File: config.mk
export PLATFORM = sky130hd
export DESIGN_NAME = latch_interval_timer
export DESIGN_NICKNAME = d
export VERILOG_FILES = /design/src/rtl/tmr_pkg.sv /design/src/rtl/tmr_regif.sv /design/src/rtl/tmr_core.sv /design/src/rtl/tmr_pin_mux.sv /design/src/rtl/latch_interval_timer.sv
export SDC_FILE = /design/constraint.sdc
export NUM_CORES = 1
export LEC_CHECK = 0
export ABC_AREA = 0
export BUFFER_PORTS_ARGS = -buffer_cell sky130_fd_sc_hd__buf_2
export CAP_MARGIN = 10
export CORE_MARGIN = 2
export CORE_UTILIZATION = 50
export CTS_BUF_LIST = sky130_fd_sc_hd__clkbuf_4 sky130_fd_sc_hd__clkbuf_8 sky130_fd_sc_hd__clkbuf_16
export DETAILED_ROUTE_END_ITERATION = 16
export PLACE_DENSITY = 0.75
export SYNTH_ARGS = -nofsm -noshare
export SYNTH_HDL_FRONTEND = slang
export SYNTH_HIERARCHICAL = 1
export SYNTH_SLANG_ARGS = --single-unit
File: constraint.sdc
create_clock -name clk -period 1.8 [get_ports clk]
set_input_delay 0.36 -clock clk [delete_from_list [all_inputs] [get_ports clk]]
set_output_delay 0.36 -clock clk [all_outputs]
set_load 0.03 [all_outputs]
File: src/rtl/tmr_pkg.sv
package tmr_pkg;

    typedef enum logic [1:0] {
        REG_CNT_LO = 2'd0,
        REG_CNT_HI = 2'd1,
        REG_LAT_LO = 2'd2,
        REG_LAT_HI = 2'd3
    } reg_sel_e;

    typedef struct packed {
        logic start;
        logic wr_lat_lo;
        logic wr_lat_hi;
        logic rd_cnt_lo;
        logic clr_by_latch;
    } bus_cmd_t;

    typedef struct packed {
        logic flag;
        logic armed;
        logic lvl;
        logic out_en;
        logic free_run;
    } tmr_ctl_t;

    localparam tmr_ctl_t CTL_RESET = '{
        flag:     1'b0,
        armed:    1'b0,
        lvl:      1'b1,
        out_en:   1'b0,
        free_run: 1'b0
    };

endpackage

File: src/rtl/tmr_regif.sv
module tmr_regif
    import tmr_pkg::*;
#(
    parameter int BYTE_W = 8
) (
    input  logic                  sel,
    input  logic                  wr,
    input  logic [1:0]            addr,
    input  logic [2*BYTE_W-1:0]   cnt,
    input  logic [BYTE_W-1:0]     lat_lo,
    input  logic [BYTE_W-1:0]     lat_hi,
    output bus_cmd_t              cmd,
    output logic [BYTE_W-1:0]     rdata
);
    localparam int CNT_W = 2 * BYTE_W;

    reg_sel_e rsel;
    logic     wr_acc;
    logic     rd_acc;

    always_comb begin
        rsel   = reg_sel_e'(addr);
        wr_acc = sel && wr;
        rd_acc = sel && !wr;

        cmd              = '0;
        cmd.start        = wr_acc && (rsel == REG_CNT_HI);
        cmd.wr_lat_lo    = wr_acc && ((rsel == REG_CNT_LO) || (rsel == REG_LAT_LO));
        cmd.wr_lat_hi    = wr_acc && ((rsel == REG_CNT_HI) || (rsel == REG_LAT_HI));
        cmd.rd_cnt_lo    = rd_acc && (rsel == REG_CNT_LO);
        cmd.clr_by_latch = wr_acc && (rsel == REG_LAT_HI);

        case (rsel)
            REG_CNT_LO: rdata = cnt[BYTE_W-1:0];
            REG_CNT_HI: rdata = cnt[CNT_W-1:BYTE_W];
            REG_LAT_LO: rdata = lat_lo;
            default:    rdata = lat_hi;
        endcase
    end

endmodule

File: src/rtl/tmr_core.sv
module tmr_core
    import tmr_pkg::*;
#(
    parameter int BYTE_W = 8
) (
    input  logic                  clk,
    input  logic                  rst_n,
    input  bus_cmd_t              cmd,
    input  logic [BYTE_W-1:0]     wdata,
    input  logic                  aux_wr,
    input  logic [1:0]            aux_mode,
    input  logic                  flag_clr,
    output logic [2*BYTE_W-1:0]   cnt,
    output logic [BYTE_W-1:0]     lat_lo,
    output logic [BYTE_W-1:0]     lat_hi,
    output logic                  flag,
    output logic                  lvl,
    output logic                  out_en
);
    localparam int               CNT_W    = 2 * BYTE_W;
    localparam logic [CNT_W-1:0] CNT_ONE  = CNT_W'(1);
    localparam logic [CNT_W-1:0] CNT_ZERO = '0;

    tmr_ctl_t          ctl_d, ctl_q;
    logic [CNT_W-1:0]  cnt_d, cnt_q;
    logic [BYTE_W-1:0] lat_lo_d, lat_lo_q;
    logic [BYTE_W-1:0] lat_hi_d, lat_hi_q;

    logic at_zero;
    logic timeout;
    logic flag_set;
    logic flag_kill;

    always_comb begin
        at_zero   = (cnt_q == CNT_ZERO);
        timeout   = at_zero && !cmd.start;
        flag_set  = timeout && (ctl_q.free_run || ctl_q.armed);
        flag_kill = cmd.start || cmd.rd_cnt_lo || cmd.clr_by_latch || flag_clr;

        ctl_d    = ctl_q;
        lat_lo_d = lat_lo_q;
        lat_hi_d = lat_hi_q;
        cnt_d    = cnt_q - CNT_ONE;

        if (cmd.wr_lat_lo) lat_lo_d = wdata;
        if (cmd.wr_lat_hi) lat_hi_d = wdata;

        if (cmd.start) begin
            cnt_d = {wdata, lat_lo_q};
        end else if (timeout && ctl_q.free_run) begin
            cnt_d = {lat_hi_q, lat_lo_q};
        end

        if (flag_set) begin
            ctl_d.flag = 1'b1;
        end else if (flag_kill) begin
            ctl_d.flag = 1'b0;
        end

        if (cmd.start) begin
            ctl_d.armed = 1'b1;
            ctl_d.lvl   = 1'b0;
        end else if (timeout) begin
            if (ctl_q.free_run) begin
                ctl_d.lvl = !ctl_q.lvl;
            end else begin
                ctl_d.armed = 1'b0;
                ctl_d.lvl   = 1'b1;
            end
        end

        if (aux_wr) begin
            ctl_d.out_en   = aux_mode[1];
            ctl_d.free_run = aux_mode[0];
        end
    end

    always_ff @(posedge clk) begin
        if (!rst_n) begin
            ctl_q <= CTL_RESET;
        end else begin
            ctl_q <= ctl_d;
        end
    end

    always_ff @(posedge clk) begin
        cnt_q    <= cnt_d;
        lat_lo_q <= lat_lo_d;
        lat_hi_q <= lat_hi_d;
    end

    assign cnt    = cnt_q;
    assign lat_lo = lat_lo_q;
    assign lat_hi = lat_hi_q;
    assign flag   = ctl_q.flag;
    assign lvl    = ctl_q.lvl;
    assign out_en = ctl_q.out_en;

    a_r2_start_load: assert property (@(posedge clk) disable iff (!rst_n)
        cmd.start |=> (cnt_q == {$past(wdata), $past(lat_lo_q)}) && !ctl_q.flag);

    a_r3_decrement: assert property (@(posedge clk) disable iff (!rst_n)
        (!cmd.start && (cnt_q != CNT_ZERO)) |=> (cnt_q == $past(cnt_q) - CNT_ONE));

    a_r8_reload: assert property (@(posedge clk) disable iff (!rst_n)
        (!cmd.start && (cnt_q == CNT_ZERO) && ctl_q.free_run && !aux_wr)
        |=> (cnt_q == {$past(lat_hi_q), $past(lat_lo_q)}) && ctl_q.flag
            && (ctl_q.lvl != $past(ctl_q.lvl)));

    a_r7_single_flag: assert property (@(posedge clk) disable iff (!rst_n)
        (!cmd.start && !ctl_q.armed && !ctl_q.free_run && !ctl_q.flag) |=> !ctl_q.flag);

    a_r9_start_low: assert property (@(posedge clk) disable iff (!rst_n)
        cmd.start |=> !ctl_q.lvl);

endmodule

File: src/rtl/tmr_pin_mux.sv
module tmr_pin_mux (
    input  logic timer_owns,
    input  logic timer_lvl,
    input  logic port_bit,
    input  logic port_dir,
    output logic pin,
    output logic pin_oe
);
    always_comb begin
        if (timer_owns) begin
            pin    = timer_lvl;
            pin_oe = 1'b1;
        end else begin
            pin    = port_bit;
            pin_oe = port_dir;
        end
    end
endmodule

File: src/rtl/latch_interval_timer.sv
module latch_interval_timer
    import tmr_pkg::*;
#(
    parameter int BYTE_W = 8
) (
    input  logic              clk,
    input  logic              rst_n,
    input  logic              bus_sel_i,
    input  logic              bus_wr_i,
    input  logic [1:0]        bus_addr_i,
    input  logic [BYTE_W-1:0] bus_wdata_i,
    output logic [BYTE_W-1:0] bus_rdata_o,
    input  logic              aux_wr_i,
    input  logic [1:0]        aux_mode_i,
    input  logic              irq_en_i,
    input  logic              flag_clr_i,
    input  logic              port_bit_i,
    input  logic              port_dir_i,
    output logic              flag_o,
    output logic              irq_o,
    output logic              pin_o,
    output logic              pin_oe_o
);
    localparam int CNT_W = 2 * BYTE_W;

    bus_cmd_t          cmd;
    logic [CNT_W-1:0]  cnt;
    logic [BYTE_W-1:0] lat_lo;
    logic [BYTE_W-1:0] lat_hi;
    logic              flag;
    logic              lvl;
    logic              out_en;

    tmr_regif #(.BYTE_W(BYTE_W)) u_regif (
        .sel    (bus_sel_i),
        .wr     (bus_wr_i),
        .addr   (bus_addr_i),
        .cnt    (cnt),
        .lat_lo (lat_lo),
        .lat_hi (lat_hi),
        .cmd    (cmd),
        .rdata  (bus_rdata_o)
    );

    tmr_core #(.BYTE_W(BYTE_W)) u_core (
        .clk      (clk),
        .rst_n    (rst_n),
        .cmd      (cmd),
        .wdata    (bus_wdata_i),
        .aux_wr   (aux_wr_i),
        .aux_mode (aux_mode_i),
        .flag_clr (flag_clr_i),
        .cnt      (cnt),
        .lat_lo   (lat_lo),
        .lat_hi   (lat_hi),
        .flag     (flag),
        .lvl      (lvl),
        .out_en   (out_en)
    );

    tmr_pin_mux u_pin (
        .timer_owns (out_en),
        .timer_lvl  (lvl),
        .port_bit   (port_bit_i),
        .port_dir   (port_dir_i),
        .pin        (pin_o),
        .pin_oe     (pin_oe_o)
    );

    assign flag_o = flag;
    assign irq_o  = flag && irq_en_i;

endmodule

=== After elaboration in Yosys (flattened, before gate mapping) ===
Cells that the tools add are included.
W data, S select, Z words.

* Output and inout bits: 12
* Register bits: 37
* Logic and storage cells: 49
* Input bits: 21

* Multiplexer cells: 11
* Equal/unequal tests: 4
* $add $sub $neg: 1
* Reductions and logical operators: 25

{| class="wikitable"
|+ Operators by type and width
! cell !! count
|-
| $mux W16 || 2
|-
| $pmux W8 S3 || 1
|-
| $logic_not A16 Y1 || 1
|-
| $sub A16 B1 Y16 const B || 1
|-
| $logic_and A1 B1 Y1 || 11
|-
| $logic_or A1 B1 Y1 || 6
|-
| $mux W1 || 6
|-
| $eq A2 B2 Y1 const B || 2
|-
| $mux W2 || 2
|-
| $reduce_bool A2 Y1 || 2
|-
| $logic_not A1 Y1 || 3
|-
| $eq A2 B1 Y1 const B || 1
|-
| $logic_not A2 Y1 || 1
|-
| $ne A2 B1 Y1 const B || 1
|-
| $reduce_and A2 Y1 || 1
|}

=== Logic depth before layout (Yosys ltp) ===
Gate-level depths: netlist (run 1).

* Depth after elaboration: 8
* Mapped depth: 7
* Depth with buffers taken out: 6

=== Hierarchy ===
Netlist (run 1), hierarchy kept.

{| class="wikitable"
|+ Modules (own cells, without submodules)
! module !! sequential area each (um^2) !! cells each !! area an instance (um^2) !! instances
|-
| tmr_core || 900.9 || 143 || 1,692.9 || 1
|-
| tmr_regif || 0.0 || 15 || 255.2 || 1
|-
| tmr_pin_mux || 0.0 || 2 || 21.3 || 1
|-
| latch_interval_timer || 0.0 || 1 || 6.3 || 1
|}

=== Least setup slack after synthesis (run 1) ===
No wires, ideal clock.

* Path type: flip-flop to flip-flop
* From: register u_core.cnt_q[0], in the netlist u_core/cnt[0]
* To: register u_core.cnt_q[0], in the netlist u_core/cnt[0]
* Arrival: 1.630 ns
* Data required time: 1.679 ns
* Library setup time: 0.121 ns
* Clock period less this slack: 1.751 ns
* Slack: 0.049 ns
* Path buffers: 1
* Stages on the path, launching flop included: 8
* Cell sequence: dfxtp_1 > inv_1 > ha_1 > nor4b_1 > and4_1 > buf_4 > nor2_4 > mux2_4

* Word-level cells in the longest chain between the ends: 5
* Elaborated cells between the ends (all ways): 6
* Classes of those cells: 1 x add/sub; 2 x mux; 3 x reduce/logical

{| class="wikitable"
|+ RTL lines
! element !! RTL line !! text
|-
| start: declaration || tmr_core.sv:25 || <nowiki>logic [CNT_W-1:0] cnt_d, cnt_q;</nowiki>
|-
| start signal: assignment || tmr_core.sv:87 || <nowiki>cnt_q <= cnt_d;</nowiki>
|-
| branches (longest 3 deep; another with $sub A16 B1 Y16) || -- ||
|-
| $mux W16 (*) || tmr_core.sv:50 || <nowiki>end else if (timeout && ctl_q.free_run) begin</nowiki>
|-
| $mux W16 (*) || tmr_core.sv:48 || <nowiki>if (cmd.start) begin</nowiki>
|-
| net u_core.cnt_d[0] || tmr_core.sv:25 ||
|}

Mark *: on every way through the listed nets, which the timed path passes.
A chain may end at the register's enable or synchronous reset.

=== Final worst setup path (run 1) ===
* From: register u_core.cnt_q[0], in the netlist u_core/cnt[0]
* To: register u_core.cnt_q[13], in the netlist u_core/cnt[13]

The elaborated chain is that of the path after synthesis.

==> results of run 1 <==
## registers in the layout, summed over array words and instances (netlist names)
register,count
u_core/cnt,16
u_core/lat_hi,8
u_core/lat_lo,8
u_core/ctl_q,2
u_core/flag,1
u_core/lvl,1
u_core/out_en,1
## final timing paths
check	from	to	slack [ns]	cells past startpoint
max	u_core/cnt[0]	u_core/cnt[13]	-0.00005	6
min	bus_wdata_i[2]	u_core/lat_lo[2]	0.28	1
max reg2reg	u_core/cnt[0]	u_core/cnt[13]	-0.00005	6
min reg2reg	u_core/ctl_q[3]	u_core/ctl_q[3]	0.49	2
## cells in the final DEF (no fill, tap or decap), types with 3 or more instances in the layout
master,Yosys,final
buf_4,2,19
nor3_1,7,7
o21ai_0,5,4
inv_1,6,6
nand3_1,3,3
mux4_2,5,5
xor2_1,4,4
nand2_1,9,9
nor2_1,4,4
buf_2,3,30
mux4_1,3,3
nor4b_1,3,3
edfxtp_1,16,16
clkbuf_4,0,3
xnor2_1,3,3
mux2_4,8,8
o31ai_1,8,8
clkbuf_8,0,5
dfxtp_1,21,20
mux2i_1,3,3
nor3b_1,3,3
## per-stage QoR
| step | setup TNS [ns] | cells | hold slack (ns) | worst slack, ns | utilization |
|---|---|---|---|---|---|
| 6_report | -0.00004596 | 261 | 0.2802 | -0.00004596 | 0.6454 |
| 5_1_grt | -0.03520 | 261 | 0.2702 | -0.03520 | 0.6454 |
| 4_1_cts | 0 | 261 | 0.2661 | 0.002064 | 0.6394 |
| 3_5_place_dp | -0.04908 | 253 | 0.4848 | -0.01279 | 0.6126 |
| 3_3_place_gp | 0 | 253 | 0.4688 | 0.01097 | 0.6126 |
| 2_1_floorplan | 0 | 161 | 0.4362 | 0.04880 | - |
## where the power goes
part | switching [mW] | total, mW | leakage, nW | internal [mW]
sequential | 0.277 | 1.34 | 0.323 | 1.06
combinational | 0.453 | 1.02 | 0.580 | 0.564
clock | 0.271 | 0.591 | 0.0498 | 0.320
total | 1.00 | 2.94 | 0.952 | 1.94
## synthesized netlist by cell type, drive strengths merged, types with 2 or more instances
library cell	instances	area [um2]
and4	2	18.77
and3	2	13.77
nand4	2	12.51
nor4	4	55.05
xor2	4	35.03
nor3	7	35.03
dfxtp	21	420.4
o31ai	9	72.57
nor3b	3	22.52
nand3	4	25.02
buf	6	41.28
nor2b	2	12.51
mux4	8	191.4
nor2	5	26.27
nand2	9	33.78
mux2	8	120.1
o41ai	2	17.52
or2	2	12.51
o21ai	5	25.02
or3	2	12.51
or3b	2	17.52
a21oi	2	10.01
nand3b	2	15.01
mux2i	3	30.03
a31oi	2	12.51
xnor2	3	26.28
inv	6	22.52
edfxtp	16	480.5
nor4b	3	26.28
## critical path: stages (launching register included)
cell     delay [ns]
dfxtp_1        0.32
inv_1          0.08
ha_2           0.20
or3b_4         0.43
or2_4          0.30
a21o_1         0.18
a31oi_1        0.20
## cell type report
class,instances,area (um2),area share
multi-input combinational,111,1022,0.4231
sequential,37,904.6,0.3744
timing repair buffer,51,315.3,0.1305
clock buffer,8,91.34,0.03780
tap,48,60.06,0.02486
inverter,6,22.52,0.009322
## layer usage
metal,vias to the layer above,share of wire
met5,-,0
met4,0,0.027
met3,15,0.067
met2,68,0.50
met1,764,0.41
li1,732,-
## kinds of logic (layout without fill, tap and decap cells)
| family | count (synthesis) | in the layout | synth area share |
|---|---|---|---|
| adder cells (fa/ha/maj) | 1 | 1 | 0.006332 |
| flip-flops | 37 | 37 | 0.4560 |
| buffers and inverters | 13 | 65 | 0.03419 |
| AO/OA/AOI/OAI | 28 | 28 | 0.1051 |
| AND/OR/NAND/NOR | 56 | 56 | 0.1944 |
| XOR/XNOR | 7 | 7 | 0.03103 |
| multiplexers | 19 | 19 | 0.1729 |
==> flow_summary.toml, run 1 <==
[grt]
busiest_layer = "met2"
grt_pass1_vias = 1601
grt_max_degree = 14
antenna_found_initial = 0
grtUsageMet2 = 0.3875
gr-total-overflow = 0
grt_util_met3 = 0.06250
grt_pass1_wl_mm = 7.383
track_usage = 0.2294
use_met1 = 0.2599

[synth]
async_reset_ff_frac = 0
syn-num-nets = 183
seq_area_frac_synth = 0.4560
synth-edff-count = 16
syn_inst = 161
synth_ff_type = "dfxtp_1"
syn_area_per_cell_um2 = 12.27
yosys_warnings = 6
synth_cell_types = 54
synth_area_mm2 = 0.001976
ys_seq_elements = 37

[finish]
n_antenna_cell = 0
fin_nets = 234
fillers = 305
layout-drive-gt1-share = 0.4272
area_growth_pct = 22.29
final_cell_area_mm2 = 0.002416

[drt]
wl_per_cell_um = 17.88
drtAntennaViolNets = 0
viasPerCell = 6.050
dr.pass1.iters = 4
drcViolationCount = 0
vias = 1579
dr.first_iter.drc_count = 101
routed_wl_mm = 4.666

[setup_path]
cp-start-kind = "flip-flop"
cp.arrival_ns = 2.00
crit_path_end_kind = "flip-flop"
cp_max_fo = 6
critPathKind = "reg2reg"
required_ns = 2.00

[cts]
cts.hold.buffers_added = 0
cts_buffers = 5
cts_setup_buffers = 0
cts_tree = "yes"
insertion_delay_ns = 0.29
ctsResizeCount = 4
htreeDepth = 2
clockRootBuffer = "clkbuf_8"
clock-sinks = 37
clk_pin_slew_worst_paths_ns = 0.07
clock_path_buffers = 2

[min_path]
hp-class = "in2reg"

[sta]
max_slew_margin = 0.7004
rsz0062_at_grt = "yes"
period_needed_ns = 1.800
timing.fmax_mhz = 555.5
report.final.slew_viol_count = 0
period_share = 1.000
fin_ws_ns = -0.00004596
setup_viol = 1
clock_skew_ns = 0.006722
worst_pin_slew_ns = 0.4485
timing.final.hold_violations = 0

[pwr]
p_leak_nw = 0.9523
fin_total_pwr_mw = 2.943
p_per_area_mw_per_mm2 = 1218
max-vdd-ir-drop_uv = 496.7

[place]
io_buffers = 32
post_dp_cell_area_mm2 = 0.002293
dpl.hpwl_mm = 3.535
place_congestion = 0.9128

[floorplanning]
initial_core_util = 0.5277
die_w_um = 66.86
die_y_um = 66.86
core-area_mm2 = 0.003744
dieArea_mm2 = 0.004470
io_pins = 33
num_rows = 22

[status]
status = "complete, but fails checks"
violations = "negative setup slack"

[job]
cap_violations = 0
No activity file was read; power rests on OpenSTA's default activity.
==> run 2: changes to the inputs <==
--- a/config.mk
+++ b/config.mk
@@ -6,13 +6,13 @@
 export NUM_CORES = 1
 export LEC_CHECK = 0
 export ABC_AREA = 0
-export BUFFER_PORTS_ARGS = -buffer_cell sky130_fd_sc_hd__buf_2
 export CAP_MARGIN = 10
 export CORE_MARGIN = 2
-export CORE_UTILIZATION = 50
+export CORE_UTILIZATION = 55
 export CTS_BUF_LIST = sky130_fd_sc_hd__clkbuf_4 sky130_fd_sc_hd__clkbuf_8 sky130_fd_sc_hd__clkbuf_16
 export DETAILED_ROUTE_END_ITERATION = 16
-export PLACE_DENSITY = 0.75
+export DONT_BUFFER_PORTS = 1
+export PLACE_DENSITY = 0.73
 export SYNTH_ARGS = -nofsm -noshare
 export SYNTH_HDL_FRONTEND = slang
 export SYNTH_HIERARCHICAL = 1
==> flow_summary.toml, run 2 (synthesis gave the netlist of run 1 again) <==
[status]
status = "completed"

[setup_path]
cp-startpoint = "u_core/cnt[3]"
r2r_end = "u_core/cnt[13]"
crit_path_end_kind = "output pin"
worstReg2RegStart = "u_core/cnt[1]"
cp.arrival_ns = 1.39
slowest_delay_ns = 0.56
cp-start-kind = "flip-flop"
crit_chain = "buf_4 > mux4_2"
worst_setup_path_endpoint = "bus_rdata_o[3]"
rrSetupSlack_ns = 0.05
reg2regPathDepth = 6
required_ns = 1.44
crit_slowest_cell = "mux4_2"
cp_max_fo = 3
critPathKind = "reg2out"

[job]
cap_violations = 0

[sta]
period_share = 0.9736
setup_viol = 0
timing.final.hold_violations = 0
worst_pin_slew_ns = 0.3313
period_needed_ns = 1.752
setup-tns-final_ns = 0
timing.fmax_mhz = 570.6
clock_skew_ns = 0.006927
report.final.slew_viol_count = 0
rsz0062_at_grt = "no"
max_slew_margin = 0.7760

[grt]
grt_pass1_vias = 1547
grt_pass1_wl_mm = 7.665
track_usage = 0.2508
antenna_found_initial = 0
gr-total-overflow = 0
grt_max_degree = 14

[floorplanning]
die_y_um = 63.94
core-area_mm2 = 0.003390
num_rows = 21
dieArea_mm2 = 0.004088
die_w_um = 63.94
initial_core_util = 0.5829
io_pins = 33

[place]
io_buffers = 0
place_congestion = 0.9136
dpl.hpwl_mm = 3.358

[cts]
cts_buffers = 5
clock_path_buffers = 2
clock-sinks = 37
htreeDepth = 2
insertion_delay_ns = 0.33
clockRootBuffer = "clkbuf_4"
cts.hold.buffers_added = 0
cts_tree = "yes"
clk_pin_slew_worst_paths_ns = 0.12

[finish]
final_util = 0.6729
area_growth_pct = 15.45
multi_input_area_mm2 = 0.001067
final_common_cell = "dfxtp_1"
final_cell_mix = "19 x dfxtp_1, 18 x buf_4, 16 x edfxtp_1, 9 x nand2_1"
n_antenna_cell = 0
fillers = 241
largest_reg_flops = 16
register_area_um2 = 905.9
fin_nets = 201
layout-drive-gt1-share = 0.3722

[drt]
dr.first_iter.drc_count = 99
vias = 1461
viasPerCell = 6.465
drtAntennaViolNets = 0
drcViolationCount = 0
dr.pass1.iters = 4
routed_wl_mm = 4.661
wl_per_cell_um = 20.62

[pwr]
max-vdd-ir-drop_uv = 502.5
p_per_area_mw_per_mm2 = 1303
p_leak_nw = 0.8206

[min_path]
hold_start = "rst_n"
hp-class = "in2reg"
run 2: cell types whose count changed in the layout (fill, tap and decap cells not counted), moves of 2 or more:
cell / before / now
buf_2: 30 / 0
clkbuf_8: 5 / 0
mux4_1: 3 / 0
mux4_2: 5 / 8
buf_6: 2 / 0
clkbuf_16: 0 / 2
clkbuf_4: 3 / 5
run 2: worst min-delay path by stage:
stage	to	depth (start not counted)
2_1_floorplan	u_core/lvl	1
3_3_place_gp	u_core/lvl	1
3_5_place_dp	u_core/lvl	1
4_1_cts	u_core/lat_hi[7]	0
5_1_grt	u_core/lat_hi[7]	0
6_report	u_core/lvl	1
run 2: final cells by class:
class | count | area share
multi-input combinational | 111 | 0.4679
sequential | 37 | 0.3971
timing repair buffer | 18 | 0.05924
clock buffer | 7 | 0.03840
tap | 46 | 0.02523
inverter | 6 | 0.009874
clock inverter | 1 | 0.002194
run 2: report_power, final:
| group | total, mW | internal (mW) | switching [mW] |
|---|---|---|---|
| logic | 1.04 | 0.548 | 0.489 |
| registers | 1.34 | 1.06 | 0.281 |
| clock network | 0.595 | 0.319 | 0.277 |
run 2: what timing repair did:
| item | CTS | global route |
|---|---|---|
| setup buffers | 0 | 1 |
| pin swaps | 0 | 1 |
| gates resized for setup | 8 | 12 |
| setup endpoints to repair | 8 | 15 |
run 2: critical path: cells and delay by family (launching register included):
| kind | cells | cell delay [ns] |
|---|---|---|
| mux | 1 | 0.56 |
| flops | 1 | 0.37 |
| buf+inv | 1 | 0.14 |
run 2: routing by layer:
metal	wire, um	up-vias	GRT usage
met5	0	-	0
met4	67	0	0.1005
met2	2374	57	0.4271
met1	1893	736	0.3035
met3	325	6	0.06162
li1	-	662	-
run 2: metrics by stage:
step                setup WS [ns]  cell area [um2]  instances  power [mW]  hold slack [ns]
floorplan                 0.04880             1976        161       1.959           0.4362
global placement          0.03037             2116        217       2.201           0.4424
detailed placement       -0.02383             2116        217       2.249           0.4582
CTS                       0.02032             2213        225       2.872          0.09396
global route             0.002897             2281        226       3.098          0.08218
finish                    0.04750             2281        226       2.973           0.1089
==> run 3: changes to the inputs <==
--- a/config.mk
+++ b/config.mk
@@ -7,6 +7,7 @@
 export LEC_CHECK = 0
 export ABC_AREA = 0
 export CAP_MARGIN = 10
+export CORE_ASPECT_RATIO = 1.1
 export CORE_MARGIN = 2
 export CORE_UTILIZATION = 55
 export CTS_BUF_LIST = sky130_fd_sc_hd__clkbuf_4 sky130_fd_sc_hd__clkbuf_8 sky130_fd_sc_hd__clkbuf_16
==> flow_summary.toml, run 3 (synthesis gave the netlist of run 1 again) <==
[drt]
dr.first_iter.drc_count = 96
wl_per_cell_um = 20.44
routed_wl_mm = 4.742
drcViolationCount = 0
dr.pass1.iters = 4
vias = 1475
viasPerCell = 6.358
drtAntennaViolNets = 0

[cts]
cts_buffers = 5
htreeDepth = 2
clock_path_buffers = 2
clk_pin_slew_worst_paths_ns = 0.11
clockRootBuffer = "clkbuf_4"
clock-sinks = 37
insertion_delay_ns = 0.33
cts_tree = "yes"

[floorplanning]
die_w_um = 61.15
io_pins = 33
initial_core_util = 0.5835
dieArea_mm2 = 0.004088
core-area_mm2 = 0.003386
num_rows = 22
die_y_um = 66.86

[pwr]
max-vdd-ir-drop_uv = 542.8
p_leak_nw = 0.8353
p_per_area_mw_per_mm2 = 1272

[setup_path]
crit_chain = "inv_1 > ha_2 > or3b_4 > nor3_1 > xnor2_1 > o31ai_1"
cp.depth = 6
reg2regPathDepth = 6
cp_max_fo = 7
crit_buf_inv = 1
rrSetupSlack_ns = 0.03
crit_slowest_cell = "or3b_4"
r2r_end = "u_core/cnt[8]"
required_ns = 2.06
crit_family = "simple AND/OR/NAND/NOR gates"
critPathKind = "reg2reg"
worstReg2RegStart = "u_core/cnt[1]"
crit_path_end_kind = "flip-flop"
slowest_delay_ns = 0.43
cp-start-kind = "flip-flop"
cp.arrival_ns = 2.02

[place]
place_inst = 218
dpl.hpwl_mm = 3.315
place_congestion = 0.9366
io_buffers = 0
post_dp_cell_area_mm2 = 0.002111

[sta]
timing.fmax_mhz = 565.1
setup_viol = 0
report.final.slew_viol_count = 0
worst_pin_slew_ns = 0.4018
period_needed_ns = 1.769
period_share = 0.9830
clock_skew_ns = 0.008338
max_slew_margin = 0.7301
timing.final.hold_violations = 0

[finish]
layout-drive-gt1-share = 0.4130
area_growth_pct = 16.66
largest_reg_flops = 16
fillers = 261
final_cell_area_mm2 = 0.002305
final_util = 0.6807
final_common_cell = "buf_4"
final_cell_mix = "18 x buf_4, 16 x edfxtp_1, 15 x dfxtp_1, 9 x nand2_1"
fin_nets = 205
finalNonFillerCells = 232
n_antenna_cell = 0

[grt]
grt_max_degree = 14
track_usage = 0.2427
antenna_found_initial = 0
grt_pass1_wl_mm = 7.003
gr-total-overflow = 0
grt_pass1_vias = 1405

[min_path]
hold_path_depth = 1
hold_start = "rst_n"
hp-class = "in2reg"
min_to = "u_core/lvl"

[job]
cap_violations = 0

[status]
status = "completed"
[run 3: how the worst max path moves through the flow]
| stage | start | end | slack [ns] |
|---|---|---|---|
| floorplan | u_core/cnt[0] | u_core/cnt[0] | 0.05 |
| global placement | u_core/cnt[0] | u_core/cnt[15] | 0.03 |
| detailed placement | u_core/cnt[0] | u_core/cnt[15] | -0.01 |
| CTS | u_core/cnt[4] | bus_rdata_o[4] | 0.006 |
| global route | u_core/cnt[1] | u_core/cnt[10] | -0.03 |
| finish | u_core/cnt[1] | u_core/cnt[8] | 0.03 |
[run 3: layer usage]
layer  vias to the layer above  GRT usage  wire, um  share of wire
met5                         -          0         0              0
met4                         0    0.05978        95          0.020
met3                        15    0.06990       416          0.088
met2                        84     0.3949      2356           0.50
met1                       707     0.3141      1873           0.39
li1                        669          -         -              -
[run 3: stage by stage]
step | TNS [ns] | total power, mW | setup WS [ns] | hold WS [ns]
floorplan | 0 | 1.959 | 0.04880 | 0.4362
global placement | 0 | 2.236 | 0.02968 | 0.4424
detailed placement | -0.01969 | 2.275 | -0.01314 | 0.4433
CTS | 0 | 2.756 | 0.006045 | 0.09515
global route | -0.03431 | 3.055 | -0.03080 | 0.08738
finish | 0 | 2.931 | 0.03053 | 0.1004
[run 3: report_power, final]
part	internal (mW)	leakage, nW	switching [mW]	total [mW]
Sequential	1.07	0.324	0.281	1.35
Clock	0.223	0.0394	0.252	0.475
Combinational	0.600	0.472	0.503	1.10
Total	1.90	0.835	1.04	2.93
[run 3: final cells by class]
| cell class | count | area, um2 | area share |
|---|---|---|---|
| multi-input combinational | 111 | 1054 | 0.4571 |
| sequential | 37 | 913.4 | 0.3963 |
| timing repair buffer | 22 | 188.9 | 0.08198 |
| clock buffer | 8 | 66.31 | 0.02877 |
| tap | 48 | 60.06 | 0.02606 |
| inverter | 6 | 22.52 | 0.009772 |
[run 3: repair_timing]
action	in CTS	in global routing
setup buffers	2	5
resized for setup	3	23
hold buffers	0	0
endpoints found under the setup margin	13	23
pin swaps	1	7
